===== src/rtl/gpt_pkg.sv =====
package gpt_pkg;

  typedef enum logic [1:0] {
    ST_IDLE      = 2'd0,
    ST_WAIT_LEAD = 2'd1,
    ST_COUNT     = 2'd2
  } gpt_state_e;

  // Terminal phase value of the prescaler for a divide by 2^sel.
  function automatic int unsigned div_mask(input int unsigned sel);
    return (32'd1 << sel) - 32'd1;
  endfunction

  // Ticks delivered by a window of n cycles at divide 2^sel.
  function automatic int unsigned ticks_in_window(input int unsigned n,
                                                  input int unsigned sel);
    return n >> sel;
  endfunction

endpackage


===== src/rtl/gpt_gate_sync.sv =====
module gpt_gate_sync #(
  parameter int STAGES = 2
) (
  input  logic clk,
  input  logic rst_n,
  input  logic gate_in,
  input  logic active_low,
  output logic gate_act,
  output logic gate_rise,
  output logic gate_fall
);

  logic [STAGES-1:0] sync_q;
  logic              act_q;

  generate
    if (STAGES == 1) begin : g_one
      always_ff @(posedge clk or negedge rst_n) begin
        if (!rst_n) sync_q <= '0;
        else        sync_q <= gate_in;
      end
    end else begin : g_chain
      always_ff @(posedge clk or negedge rst_n) begin
        if (!rst_n) sync_q <= '0;
        else        sync_q <= {sync_q[STAGES-2:0], gate_in};
      end
    end
  endgenerate

  // polarity applied after the synchronizer
  assign gate_act = sync_q[STAGES-1] ^ active_low;

  always_ff @(posedge clk or negedge rst_n) begin
    if (!rst_n) act_q <= 1'b0;
    else        act_q <= gate_act;
  end

  assign gate_rise = gate_act & ~act_q;
  assign gate_fall = ~gate_act & act_q;


  rise_not_back_to_back_chk: assert property (@(posedge clk) disable iff (!rst_n)
    gate_rise |=> !gate_rise);


  rise_fall_exclusive_chk: assert property (@(posedge clk) disable iff (!rst_n)
    !(gate_rise && gate_fall));

endmodule


===== src/rtl/gpt_prescaler.sv =====
module gpt_prescaler #(
  parameter int SEL_W = 3
) (
  input  logic             clk,
  input  logic             rst_n,
  input  logic             run,
  input  logic [SEL_W-1:0] sel,
  output logic             tick
);
  import gpt_pkg::*;

  localparam int DIV_W = (1 << SEL_W) - 1;

  logic [DIV_W-1:0] phase_q;
  logic [DIV_W-1:0] mask;

  assign mask = DIV_W'(div_mask(32'(sel)));
  assign tick = run && (phase_q == mask);

  always_ff @(posedge clk or negedge rst_n) begin
    if (!rst_n)     phase_q <= '0;
    else if (!run)  phase_q <= '0;
    else if (tick)  phase_q <= '0;
    else            phase_q <= phase_q + 1'b1;
  end


  phase_bounded_chk: assert property (@(posedge clk) disable iff (!rst_n)
    phase_q <= mask || $changed(sel));

endmodule


===== src/rtl/gpt_ctrl.sv =====
module gpt_ctrl (
  input  logic clk,
  input  logic rst_n,
  input  logic enable,
  input  logic arm_req,
  input  logic gate_act,
  input  logic gate_rise,
  input  logic gate_fall,
  input  logic clr_done,
  input  logic clr_ovf,
  input  logic wrap_evt,
  output logic window,
  output logic armed,
  output logic done_flag,
  output logic ovf_flag,
  output logic done_evt
);
  import gpt_pkg::*;

  gpt_state_e state_q, state_d;
  logic       done_q, ovf_q;

  always_comb begin
    state_d  = state_q;
    done_evt = 1'b0;
    if (!enable) begin
      state_d = ST_IDLE;
    end else begin
      unique case (state_q)
        ST_IDLE:      if (arm_req)   state_d = ST_WAIT_LEAD;
        ST_WAIT_LEAD: if (gate_rise) state_d = ST_COUNT;
        ST_COUNT: begin
          if (gate_fall) begin
            state_d  = ST_IDLE;
            done_evt = 1'b1;
          end
        end
        default:      state_d = ST_IDLE;
      endcase
    end
  end

  always_ff @(posedge clk or negedge rst_n) begin
    if (!rst_n) state_q <= ST_IDLE;
    else        state_q <= state_d;
  end

  // counting window: the leading-edge cycle plus every active cycle after it
  assign window = enable &&
                  (((state_q == ST_WAIT_LEAD) && gate_rise) ||
                   ((state_q == ST_COUNT) && gate_act));

  assign armed = (state_q != ST_IDLE);

  // sticky flags, a set beats a same-cycle clear
  always_ff @(posedge clk or negedge rst_n) begin
    if (!rst_n) begin
      done_q <= 1'b0;
      ovf_q  <= 1'b0;
    end else begin
      if (done_evt)      done_q <= 1'b1;
      else if (clr_done) done_q <= 1'b0;
      if (wrap_evt)      ovf_q  <= 1'b1;
      else if (clr_ovf)  ovf_q  <= 1'b0;
    end
  end

  assign done_flag = done_q;
  assign ovf_flag  = ovf_q;


  done_set_chk: assert property (@(posedge clk) disable iff (!rst_n)
    done_evt |=> (done_flag && !armed));


  done_sticky_chk: assert property (@(posedge clk) disable iff (!rst_n)
    (done_flag && !clr_done) |=> done_flag);


  ovf_set_wins_chk: assert property (@(posedge clk) disable iff (!rst_n)
    wrap_evt |=> ovf_flag);


  disarm_chk: assert property (@(posedge clk) disable iff (!rst_n)
    !enable |=> !armed);


  no_window_idle_chk: assert property (@(posedge clk) disable iff (!rst_n)
    window |-> armed);

endmodule


===== src/rtl/gpt_counter.sv =====
module gpt_counter #(
  parameter int CNT_W = 16,
  parameter int OVF_W = 8
) (
  input  logic             clk,
  input  logic             rst_n,
  input  logic             clr,
  input  logic             inc,
  output logic [CNT_W-1:0] count,
  output logic [OVF_W-1:0] ovf_count,
  output logic             wrap_evt
);

  localparam logic [CNT_W-1:0] CNT_MAX = {CNT_W{1'b1}};

  logic [CNT_W-1:0] cnt_q;
  logic [OVF_W-1:0] ovf_q;

  assign wrap_evt = inc && !clr && (cnt_q == CNT_MAX);

  always_ff @(posedge clk or negedge rst_n) begin
    if (!rst_n) begin
      cnt_q <= '0;
      ovf_q <= '0;
    end else if (clr) begin
      cnt_q <= '0;
      ovf_q <= '0;
    end else if (inc) begin
      cnt_q <= cnt_q + 1'b1;
      if (wrap_evt) ovf_q <= ovf_q + 1'b1;
    end
  end

  assign count     = cnt_q;
  assign ovf_count = ovf_q;


  clr_zero_chk: assert property (@(posedge clk) disable iff (!rst_n)
    clr |=> (count == '0 && ovf_count == '0));


  inc_step_chk: assert property (@(posedge clk) disable iff (!rst_n)
    (inc && !clr) |=> (count == CNT_W'($past(count) + 1'b1)));


  hold_chk: assert property (@(posedge clk) disable iff (!rst_n)
    (!inc && !clr) |=> ($stable(count) && $stable(ovf_count)));


  ovf_cnt_chk: assert property (@(posedge clk) disable iff (!rst_n)
    wrap_evt |=> (count == '0 && ovf_count == OVF_W'($past(ovf_count) + 1'b1)));

endmodule


===== src/rtl/gate_pulse_timer.sv =====
module gate_pulse_timer #(
  parameter int CNT_W       = 16,
  parameter int OVF_W       = 8,
  parameter int SEL_W       = 3,
  parameter int SYNC_STAGES = 2
) (
  input  logic             clk,
  input  logic             rst_n,
  input  logic             cfg_enable,
  input  logic             cfg_active_low,
  input  logic [SEL_W-1:0] cfg_prescale,
  input  logic             irq_en_done,
  input  logic             irq_en_ovf,
  input  logic             arm_req,
  input  logic             clr_count,
  input  logic             clr_done,
  input  logic             clr_ovf,
  input  logic             gate_in,
  output logic [CNT_W-1:0] count,
  output logic [OVF_W-1:0] ovf_count,
  output logic             armed,
  output logic             done_flag,
  output logic             ovf_flag,
  output logic             irq
);

  logic gate_act, gate_rise, gate_fall;
  logic window, tick, inc, wrap_evt, done_evt;

  gpt_gate_sync #(.STAGES(SYNC_STAGES)) u_sync (
    .clk        (clk),
    .rst_n      (rst_n),
    .gate_in    (gate_in),
    .active_low (cfg_active_low),
    .gate_act   (gate_act),
    .gate_rise  (gate_rise),
    .gate_fall  (gate_fall)
  );

  gpt_prescaler #(.SEL_W(SEL_W)) u_pre (
    .clk   (clk),
    .rst_n (rst_n),
    .run   (window),
    .sel   (cfg_prescale),
    .tick  (tick)
  );

  gpt_ctrl u_ctrl (
    .clk       (clk),
    .rst_n     (rst_n),
    .enable    (cfg_enable),
    .arm_req   (arm_req),
    .gate_act  (gate_act),
    .gate_rise (gate_rise),
    .gate_fall (gate_fall),
    .clr_done  (clr_done),
    .clr_ovf   (clr_ovf),
    .wrap_evt  (wrap_evt),
    .window    (window),
    .armed     (armed),
    .done_flag (done_flag),
    .ovf_flag  (ovf_flag),
    .done_evt  (done_evt)
  );

  assign inc = window && tick;

  gpt_counter #(.CNT_W(CNT_W), .OVF_W(OVF_W)) u_cnt (
    .clk       (clk),
    .rst_n     (rst_n),
    .clr       (clr_count),
    .inc       (inc),
    .count     (count),
    .ovf_count (ovf_count),
    .wrap_evt  (wrap_evt)
  );

  assign irq = (done_flag & irq_en_done) | (ovf_flag & irq_en_ovf);


  no_count_at_done_chk: assert property (@(posedge clk) disable iff (!rst_n)
    done_evt |-> !inc);


  irq_source_chk: assert property (@(posedge clk) disable iff (!rst_n)
    irq |-> (done_flag || ovf_flag));

endmodule


===== config.mk =====
export PLATFORM = sky130hd
export DESIGN_NAME = gate_pulse_timer
export DESIGN_NICKNAME = d
export VERILOG_FILES = /design/src/rtl/gpt_pkg.sv /design/src/rtl/gpt_gate_sync.sv /design/src/rtl/gpt_prescaler.sv /design/src/rtl/gpt_ctrl.sv /design/src/rtl/gpt_counter.sv /design/src/rtl/gate_pulse_timer.sv
export SDC_FILE = /design/constraint.sdc
export NUM_CORES = 1
export LEC_CHECK = 0
export BUFFER_PORTS_ARGS = -buffer_cell sky130_fd_sc_hd__buf_4
export CAP_MARGIN = 20
export CORE_MARGIN = 4
export CORE_UTILIZATION = 25
export CTS_BUF_LIST = sky130_fd_sc_hd__clkbuf_4 sky130_fd_sc_hd__clkbuf_8
export CTS_CLUSTER_SIZE = 30
export DETAILED_ROUTE_END_ITERATION = 16
export SETUP_SLACK_MARGIN = 0.5
export SLEW_MARGIN = 20
export SYNTH_ARGS = -nofsm -noshare
export SYNTH_HDL_FRONTEND = slang
export SYNTH_HIERARCHICAL = 1
export SYNTH_SLANG_ARGS = --single-unit

===== constraint.sdc =====
create_clock -name clk -period 3.72 [get_ports clk]
set_input_delay 0.744 -clock clk [delete_from_list [all_inputs] [get_ports clk]]
set_output_delay 0.744 -clock clk [all_outputs]
set_load 0.05 [all_outputs]

==> results.sh, run 1 <==
export IMPL_drcViolationCount=0
export IMPL_postSynthAreaPerCell_um2=10.1
export IMPL_hold_buffers=0
export IMPL_initial_core_util_pct=25.6
export IMPL_drv_slew=0
export IMPL_timing_final_crit_share_pct=79.2
export IMPL_cp_endpoint="u_cnt/ovf_count[3]"
export IMPL_synth_nets=225
export IMPL_port_buffers=41
export IMPL_cp_max_fo=8
export IMPL_max_freq_mhz=339
export IMPL_post_cts_resized=0
export IMPL_synth_cell_area_um2=2100
export IMPL_cts_root_buffer="clkbuf_8"
export IMPL_p_total_uw=763
export IMPL_fin_skew_ns=0.00446
export IMPL_cts_path_max_buffers=2
export IMPL_place_hpwl_um=3520
export IMPL_rows=33
export IMPL_critical_path_class="in -> reg"
export IMPL_grt_use_total_pct=10.1
export IMPL_fin_util_pct=32.0
export IMPL_route_detailed_wl_per_inst_um=13.3
export IMPL_dieArea_um2=9950
export IMPL_rr_worst_depth=13
export IMPL_fin_nets=272
export IMPL_tightest_slew_ns=0.490
export IMPL_clock_sinks=38
export IMPL_power_switching_uw=176
export IMPL_path_clk_slew_ns=0.07
export IMPL_vias_per_cell=4.63
export IMPL_cts_made_buffers=5
export IMPL_p_sw_share_pct=23.1
export IMPL_gp_congestion=0.776
export IMPL_grt_max_degree=39
export IMPL_fin_tns_setup_ns=0
export IMPL_clkPwrFrac_pct=36.1
export IMPL_num_vias=1661
export IMPL_overflow=0
export IMPL_post_route_cells_drive_above_1_share_pct=28.7
export IMPL_cp_arrival_ns=3.12
export IMPL_netlist_instances=208
export IMPL_yosysWarnings=6
export IMPL_endpoint_kind="flop"
export IMPL_period_minus_slack_ns=2.95
export IMPL_grt_antenna_before_repair=0
export IMPL_grt_pass1_wl_um=8250
export IMPL_rr_startpoint="u_sync/sync_q[1]"
export IMPL_cts_max_level=2
export IMPL_coreArea_um2=8220
export IMPL_pwr_share_seq_pct=55.2
export IMPL_holdWs_ns=0.355
export IMPL_r2r_end="u_cnt/ovf_count[3]"
export IMPL_vdd_drop_max_mv=0.128
export IMPL_first_iter_violations=45
export IMPL_cp_start_kind="input pin"
export IMPL_setup_viol=0
export IMPL_cts_tree="yes"
export IMPL_n_antenna_cell=0
export IMPL_power_density_nw_per_um2=291
export IMPL_slew_limit_headroom_pct=67.3
export IMPL_combPwrFrac_pct=8.7
export IMPL_leakage_nw=1.22
export IMPL_io_pin_count=42
export IMPL_ant_nets=0
export IMPL_min_path_type="reg -> reg"
export IMPL_stdcell_area_um2=2630
export IMPL_p_int_uw=587
export IMPL_crit_required_ns=3.89
export IMPL_startpoint="cfg_active_low"
export IMPL_cap_violations=0
export IMPL_worst_skew_pair_late_latency_ns=0.28
export IMPL_status="finished, final reports clean"
export IMPL_die_h_um=99.8
export IMPL_rrSetupSlack_ns=0.97
export IMPL_rsz0062_at_grt="no"
export IMPL_routed_wl_um=4780
export IMPL_dr_pass1_iters=4
export IMPL_syn_to_final_growth_pct=24.8
export IMPL_first_global_vias=1700
export IMPL_placed_cell_area_um2=2540
export IMPL_die_w_um=99.8
export IMPL_hold_viol_final=0
export IMPL_postCtsSetupBuffers=0
-- metrics by stage --
| step | worst slack [ns] | cells |
|---|---|---|
| finish | 0.773 | 359 |
| global route | 0.515 | 359 |
| CTS | 0.590 | 358 |
| detailed placement | 0.290 | 352 |
| global placement | 0.407 | 352 |
| floorplan | 0.517 | 208 |
-- state kept, by name (all words and copies together) (netlist names) --
register / cells
u_ctrl/state_q: 2
u_ctrl/ovf_flag: 1
u_ctrl/done_flag: 1
u_pre/phase_q: 7
u_sync/sync_q: 2
u_sync/act_q: 1
u_cnt/count: 16
u_cnt/ovf_count: 8
-- layout by cell type (no fill, tap or decap), types with 8 or more instances in the layout --
master and instances:
buf_4 46, dfrtp_1 38, nor2_1 30, nand2b_1 10
xor2_1 10, nand2_1 9, xnor2_1 9, inv_1 8
nand3_1 8, a21oi_1 8
-- power groups by stage --
| stage | logic [mW] | clock network [mW] | registers (mW) |
|---|---|---|---|
| after global routing | 0.0740 | 0.306 | 0.422 |
| final | 0.0662 | 0.276 | 0.421 |
| after CTS | 0.0677 | 0.289 | 0.421 |
| after global placement | 0.0673 | 0 | 0.429 |
| after floorplan | 0.0364 | 0 | 0.429 |
| after detailed placement | 0.0675 | 0 | 0.429 |
-- per-layer routing --
metal / up-vias / track usage, % / wire, um
li1: 832 / - / -
met1: 790 / 13.0 / 2200
met2: 34 / 16.8 / 2300
met3: 5 / 2.59 / 232
met4: 0 / 2.84 / 48
met5: - / 0 / 0
-- worst max-delay path, stage by stage --
cell and delay, ns:
buf_4 0.11, xnor2_1 0.14, nor2_1 0.13, nand4b_1 0.17
o21ai_2 0.12, o21ai_1 0.14, nor3_4 0.17, and3_1 0.16
and2_2 0.22, nand4_4 0.18, nor4_4 0.20, buf_4 0.21
nand4_1 0.12, mux2_2 0.30
-- final cells by class --
type                       count  area [um^2]
fill                         843         5590
multi-input combinational    156         1090
sequential                    38          951
timing repair buffer          46          345
tap                          105          131
clock buffer                   6         82.6
inverter                       8         30.0
-- how the worst min path moves through the flow --
stage	slack, ns	cells past startpoint	start	endpoint
floorplan	0.33	0	u_sync/sync_q[0]	u_sync/sync_q[1]
global placement	0.34	0	u_sync/sync_q[0]	u_sync/sync_q[1]
detailed placement	0.34	0	u_sync/sync_q[0]	u_sync/sync_q[1]
CTS	0.36	0	u_sync/sync_q[0]	u_sync/sync_q[1]
global route	0.37	0	u_sync/sync_q[0]	u_sync/sync_q[1]
finish	0.36	0	u_sync/sync_q[0]	u_sync/sync_q[1]
(Power assumes the default switching activity.)
==> run 2, diff against run 1 <==
Clock period 3.72 ns to 2.75 ns, I/O delays scaled along.
==> run 2 against run 1 <==
  * Via count up 5.5%
  * Design area up 8.0%
  * Clock-buffer cell count up 1
  * Critical path depth down 2
  * Clock power up 48%
  * Register-to-register slack worse by 0.68 ns
  * Core utilization up 2.5 points
  * Worst hold slack worse by 0.14 ns
==> results.sh, run 2 (synthesized netlist as in run 1, its figures left out) <==
export IMPL_placed_cell_area_um2=2610
export IMPL_drv_slew=0
export IMPL_tightest_slew_ns=0.485
export IMPL_post_route_cells_drive_above_1_share_pct=38.2
export IMPL_cts_path_max_buffers=2
export IMPL_gp_congestion=0.791
export IMPL_critical_path_class="reg -> reg"
export IMPL_first_iter_violations=54
export IMPL_syn_to_final_growth_pct=34.7
export IMPL_rsz0062_at_grt="yes"
export IMPL_path_clk_slew_ns=0.08
export IMPL_most_common_layout_cells="buf_4 (61), dfrtp_1 (37), nor2_1 (28)"
export IMPL_stdcell_area_um2=2840
export IMPL_power_density_nw_per_um2=380
export IMPL_n_antenna_cell=0
export IMPL_fillers=842
export IMPL_vdd_drop_max_mv=0.222
export IMPL_vias_per_cell=4.65
export IMPL_largest_reg_flops=16
export IMPL_setup_viol=0
export IMPL_final_common_cell="buf_4"
export IMPL_coreArea_um2=8220
export IMPL_clock_sinks=38
export IMPL_place_hpwl_um=3500
export IMPL_timing_final_crit_share_pct=89.3
export IMPL_routed_wl_um=4980
export IMPL_fin_nets=288
export IMPL_io_pin_count=42
export IMPL_overflow=0
export IMPL_grt_max_degree=39
export IMPL_die_w_um=99.8
export IMPL_leakage_nw=1.34
export IMPL_grt_antenna_before_repair=0
export IMPL_cp_start_kind="flop"
export IMPL_cp_arrival_ns=2.63
export IMPL_worst_skew_pair_late_latency_ns=0.29
export IMPL_ant_nets=0
export IMPL_grt_pass1_wl_um=8510
export IMPL_cts_tree="yes"
export IMPL_cp_max_fo=5
export IMPL_num_vias=1753
export IMPL_first_global_vias=1771
export IMPL_slew_limit_headroom_pct=67.6
export IMPL_crit_required_ns=2.92
export IMPL_p_total_mw=1.08
export IMPL_drcViolationCount=0
export IMPL_initial_core_util_pct=25.6
export IMPL_dieArea_um2=9950
export IMPL_dr_pass1_iters=4
export IMPL_period_minus_slack_ns=2.46
export IMPL_holdWs_ns=0.217
export IMPL_fin_skew_ns=0.0110
export IMPL_cts_made_buffers=5
export IMPL_min_path_type="in -> async"
export IMPL_die_h_um=99.8
export IMPL_cts_max_level=2
export IMPL_grt_use_total_pct=10.6
export IMPL_port_buffers=41
export IMPL_max_freq_mhz=407
export IMPL_endpoint_kind="flop"
export IMPL_hold_viol_final=0
export IMPL_route_detailed_wl_per_inst_um=13.2
export IMPL_cap_violations=0
export IMPL_rows=33
export IMPL_cts_root_buffer="clkbuf_8"
export IMPL_status="finished, final reports clean"
run 2: cell count changes in the layout (fill, tap and decap cells not counted), sizes merged:
cell / previous run / this run
clkinv: 0 / 1
buf: 46 / 62
clkbuf: 6 / 7
run 2: final cells by class:
cell class	count	area, um^2	share of cell area [%]
sequential	38	952	33.6
timing repair buffer	62	469	16.5
multi-input combinational	156	1160	40.8
clock buffer	7	90.1	3.18
inverter	8	30.0	1.06
tap	105	131	4.63
clock inverter	1	5.00	0.177
run 2: what timing repair did:
action | CTS | global route
pin swaps | 9 | 6
setup endpoints to repair | 21 | 21
cloned | 0 | 0
hold endpoints to repair | 0 | 0
hold buffers | 0 | 0
setup buffers | 6 | 4
gates resized for setup | 9 | 4
run 2: power breakdown:
part | internal [mW] | total, mW | switching (mW)
combinational | 0.0419 | 0.0970 | 0.0552
sequential | 0.564 | 0.571 | 0.00642
clock | 0.212 | 0.408 | 0.196
run 2: through the flow:
step / cells / utilization (%) / setup slack (ns) / setup TNS (ns)
2_1_floorplan: 208 / - / -0.0851 / -0.170
3_3_place_gp: 359 / 31.8 / -0.0195 / -0.0742
3_5_place_dp: 359 / 31.8 / -0.0902 / -0.436
4_1_cts: 373 / 34.0 / 0.191 / 0
5_1_grt: 377 / 34.5 / 0.121 / 0
6_report: 377 / 34.5 / 0.295 / 0
run 2: worst max-delay path, stage by stage, from the launching register on:
cell and delay, ns:
dfrtp_2 0.44, xnor2_4 0.14, nor2_2 0.09, nand4b_1 0.13
o21ai_2 0.10, o21ai_2 0.09, nor3_4 0.12, and3_1 0.16
and2_4 0.16, nand4_4 0.13, nor4_4 0.28, nand4_1 0.18
mux2_4 0.32
run 2: metal layers:
metal	part of all wire [%]	up-vias	global-route usage, %
li1	-	864	-
met1	43	848	13.2
met2	51	35	17.6
met3	4.6	6	2.95
met4	1.0	0	3.57
met5	0	-	0
run 2: final timing paths:
kind | from | endpoint | slack [ns] | cells past startpoint
max | u_sync/sync_q[1] | u_cnt/ovf_count[6] | 0.29 | 12
min | rst_n | u_cnt/count[10] | 0.22 | 1
max reg2reg | u_sync/sync_q[1] | u_cnt/ovf_count[6] | 0.29 | 12
min reg2reg | u_sync/sync_q[0] | u_sync/sync_q[1] | 0.35 | 0
max in group asynchronous | rst_n | u_sync/sync_q[1] | 2.16 | 1
min in group clk | u_sync/sync_q[0] | u_sync/sync_q[1] | 0.35 | 0
==> run 3, diff against run 2 <==
Settings changed: PLACE_DENSITY set to 0.49.
==> run 3 against run 2 <==
  * Clock power rose by 44%
  * Core utilization is 0.43 points higher
  * Design area grew 1.2%
  * Worst hold slack improved by 0.0056 ns
  * Worst setup slack got worse by 0.069 ns
  * Cell count decreased by 0.53%
  * Die area stayed put
  * Critical path type unchanged
==> results.sh, run 3 (synthesized netlist as in run 1, its figures left out) <==
export IMPL_period_minus_slack_ns=2.52
export IMPL_fin_skew_ns=0.00695
export IMPL_placed_cells=362
export IMPL_most_common_layout_cells="buf_4 (59), dfrtp_1 (38), nor2_1 (28)"
export IMPL_grt_max_degree=39
export IMPL_startpoint="u_sync/sync_q[1]"
export IMPL_cp_max_fo=7
export IMPL_route_detailed_wl_per_inst_um=13.0
export IMPL_drv_slew=0
export IMPL_grt_use_total_pct=9.94
export IMPL_drcViolationCount=0
export IMPL_vdd_drop_max_mv=0.187
export IMPL_setup_slack_ns=0.226
export IMPL_status="finished, final reports clean"
export IMPL_tightest_slew_ns=0.499
export IMPL_first_iter_violations=48
export IMPL_rr_startpoint="u_sync/sync_q[1]"
export IMPL_num_vias=1731
export IMPL_die_w_um=99.8
export IMPL_worst_skew_pair_late_latency_ns=0.29
export IMPL_dieArea_um2=9950
export IMPL_initial_core_util_pct=25.6
export IMPL_port_buffers=41
export IMPL_max_stage_delay_ns=0.43
export IMPL_routed_wl_um=4890
export IMPL_syn_to_final_growth_pct=36.4
export IMPL_fin_nets=286
export IMPL_fillers=842
export IMPL_place_hpwl_um=3470
export IMPL_coreArea_um2=8220
export IMPL_critical_path_class="reg -> reg"
export IMPL_io_pin_count=42
export IMPL_cp_arrival_ns=2.70
export IMPL_rows=33
export IMPL_cts_max_level=2
export IMPL_n_antenna_cell=0
export IMPL_placed_cell_area_um2=2640
export IMPL_fin_util_pct=34.9
export IMPL_die_h_um=99.8
export IMPL_first_global_vias=1655
export IMPL_cp_endpoint="u_cnt/ovf_count[6]"
export IMPL_ant_nets=0
export IMPL_rsz0062_at_grt="yes"
export IMPL_placement_setup_worst_slack_ns=-0.0957
export IMPL_largest_reg_flops=16
export IMPL_critPathSlowestCell="dfrtp_1"
export IMPL_cap_violations=0
export IMPL_final_common_cell="buf_4"
export IMPL_stdcell_area_um2=2870
export IMPL_max_freq_mhz=396
export IMPL_power_density_nw_per_um2=437
export IMPL_endpoint_kind="flop"
export IMPL_cts_made_buffers=5
export IMPL_r2r_end="u_cnt/ovf_count[6]"
export IMPL_leakage_nw=1.38
export IMPL_min_path_type="in -> async"
export IMPL_dr_pass1_iters=4
export IMPL_clock_sinks=38
export IMPL_timing_final_crit_share_pct=91.8
export IMPL_cp_start_kind="flop"
export IMPL_layoutNonFillerInstCount=375
export IMPL_cts_root_buffer="clkbuf_8"
export IMPL_grt_antenna_before_repair=0
export IMPL_rrSetupSlack_ns=0.23
export IMPL_path_clk_slew_ns=0.08
export IMPL_setup_viol=0
export IMPL_gp_congestion=0.778
export IMPL_cp_cell_sequence="xnor2_4, nor2_2, nand4b_1, o21ai_2, o21ai_2, nor3_4, and3_1, and2_4, nand4_4, nor4_4, buf_4, nand4_1, mux2_4"
export IMPL_cp_common_cell="o21ai_2"
export IMPL_cts_path_max_buffers=2
export IMPL_vias_per_cell=4.62
export IMPL_crit_required_ns=2.93
export IMPL_rr_worst_depth=13
export IMPL_fin_tns_setup_ns=0
export IMPL_overflow=0
export IMPL_hold_buffers=0
export IMPL_hold_viol_final=0
export IMPL_grt_pass1_wl_um=8080
export IMPL_slew_limit_headroom_pct=66.8
export IMPL_cts_tree="yes"
export IMPL_post_route_cells_drive_above_1_share_pct=36.7
==> run 3: cell types whose count changed in the layout (fill, tap and decap cells not counted), moves of 2 or more <==
cell | before | now
a21oi_1 | 3 | 7
a21oi_2 | 5 | 1
nor3_1 | 3 | 1
buf_4 | 61 | 59
bufinv_16 | 0 | 2
nor3_2 | 0 | 2
==> run 3: metrics by stage <==
stage	power (mW)	hold slack [ns]
2_1_floorplan	0.633	0.254
3_3_place_gp	0.678	0.336
3_5_place_dp	0.678	0.340
4_1_cts	1.28	0.241
5_1_grt	1.32	0.254
6_report	1.25	0.222
==> run 3: worst min-delay path by stage <==
stage | startpoint | endpoint | cells after the start | slack, ns
6_report | rst_n | u_cnt/ovf_count[6] | 1 | 0.22
3_3_place_gp | u_sync/sync_q[0] | u_sync/sync_q[1] | 0 | 0.34
5_1_grt | rst_n | u_cnt/ovf_count[6] | 1 | 0.25
2_1_floorplan | rst_n | u_cnt/count[0] | 0 | 0.25
3_5_place_dp | u_sync/sync_q[0] | u_sync/sync_q[1] | 0 | 0.34
4_1_cts | rst_n | u_cnt/ovf_count[7] | 1 | 0.24
==> run 3: per-layer routing <==
metal	GRT usage (%)	part of all wire (%)
met1	13.5	47
met4	3.15	0.59
met5	0	0
met2	15.4	48
met3	2.59	4.5
==> run 3: area by class of cell <==
cell class	count	area, um^2	share of cell area [%]
flip-flops and latches	38	951	33.1
inverters	8	30.0	1.05
clock inverters	2	60.1	2.09
repair buffers	60	454	15.8
multi-input cells	156	1160	40.5
well taps	105	131	4.58
clock buffers	6	82.6	2.88
==> run 3: worst max-delay path, delay by kind of cell, from the launching register on <==
kind	cells	cell delay (ns)
flops	1	0.43
compound gates	2	0.21
xor+xnor	1	0.15
simple gates	8	1.13
buf+inv	1	0.18
mux	1	0.32
==> run 3: timing repair <==
action | CTS | global route
gates resized for setup | 7 | 3
setup endpoints to repair | 21 | 22
endpoints found under the hold margin | 0 | 0
buffers inserted | 2 | 3
gates cloned | 0 | 0
pin swaps | 8 | 6
==> run 3: where the power goes <==
part / switching (mW) / internal, mW
Clock: 0.200 / 0.387
Sequential: 0.00629 / 0.564
Combinational: 0.0556 / 0.0408
Total: 0.262 / 0.992
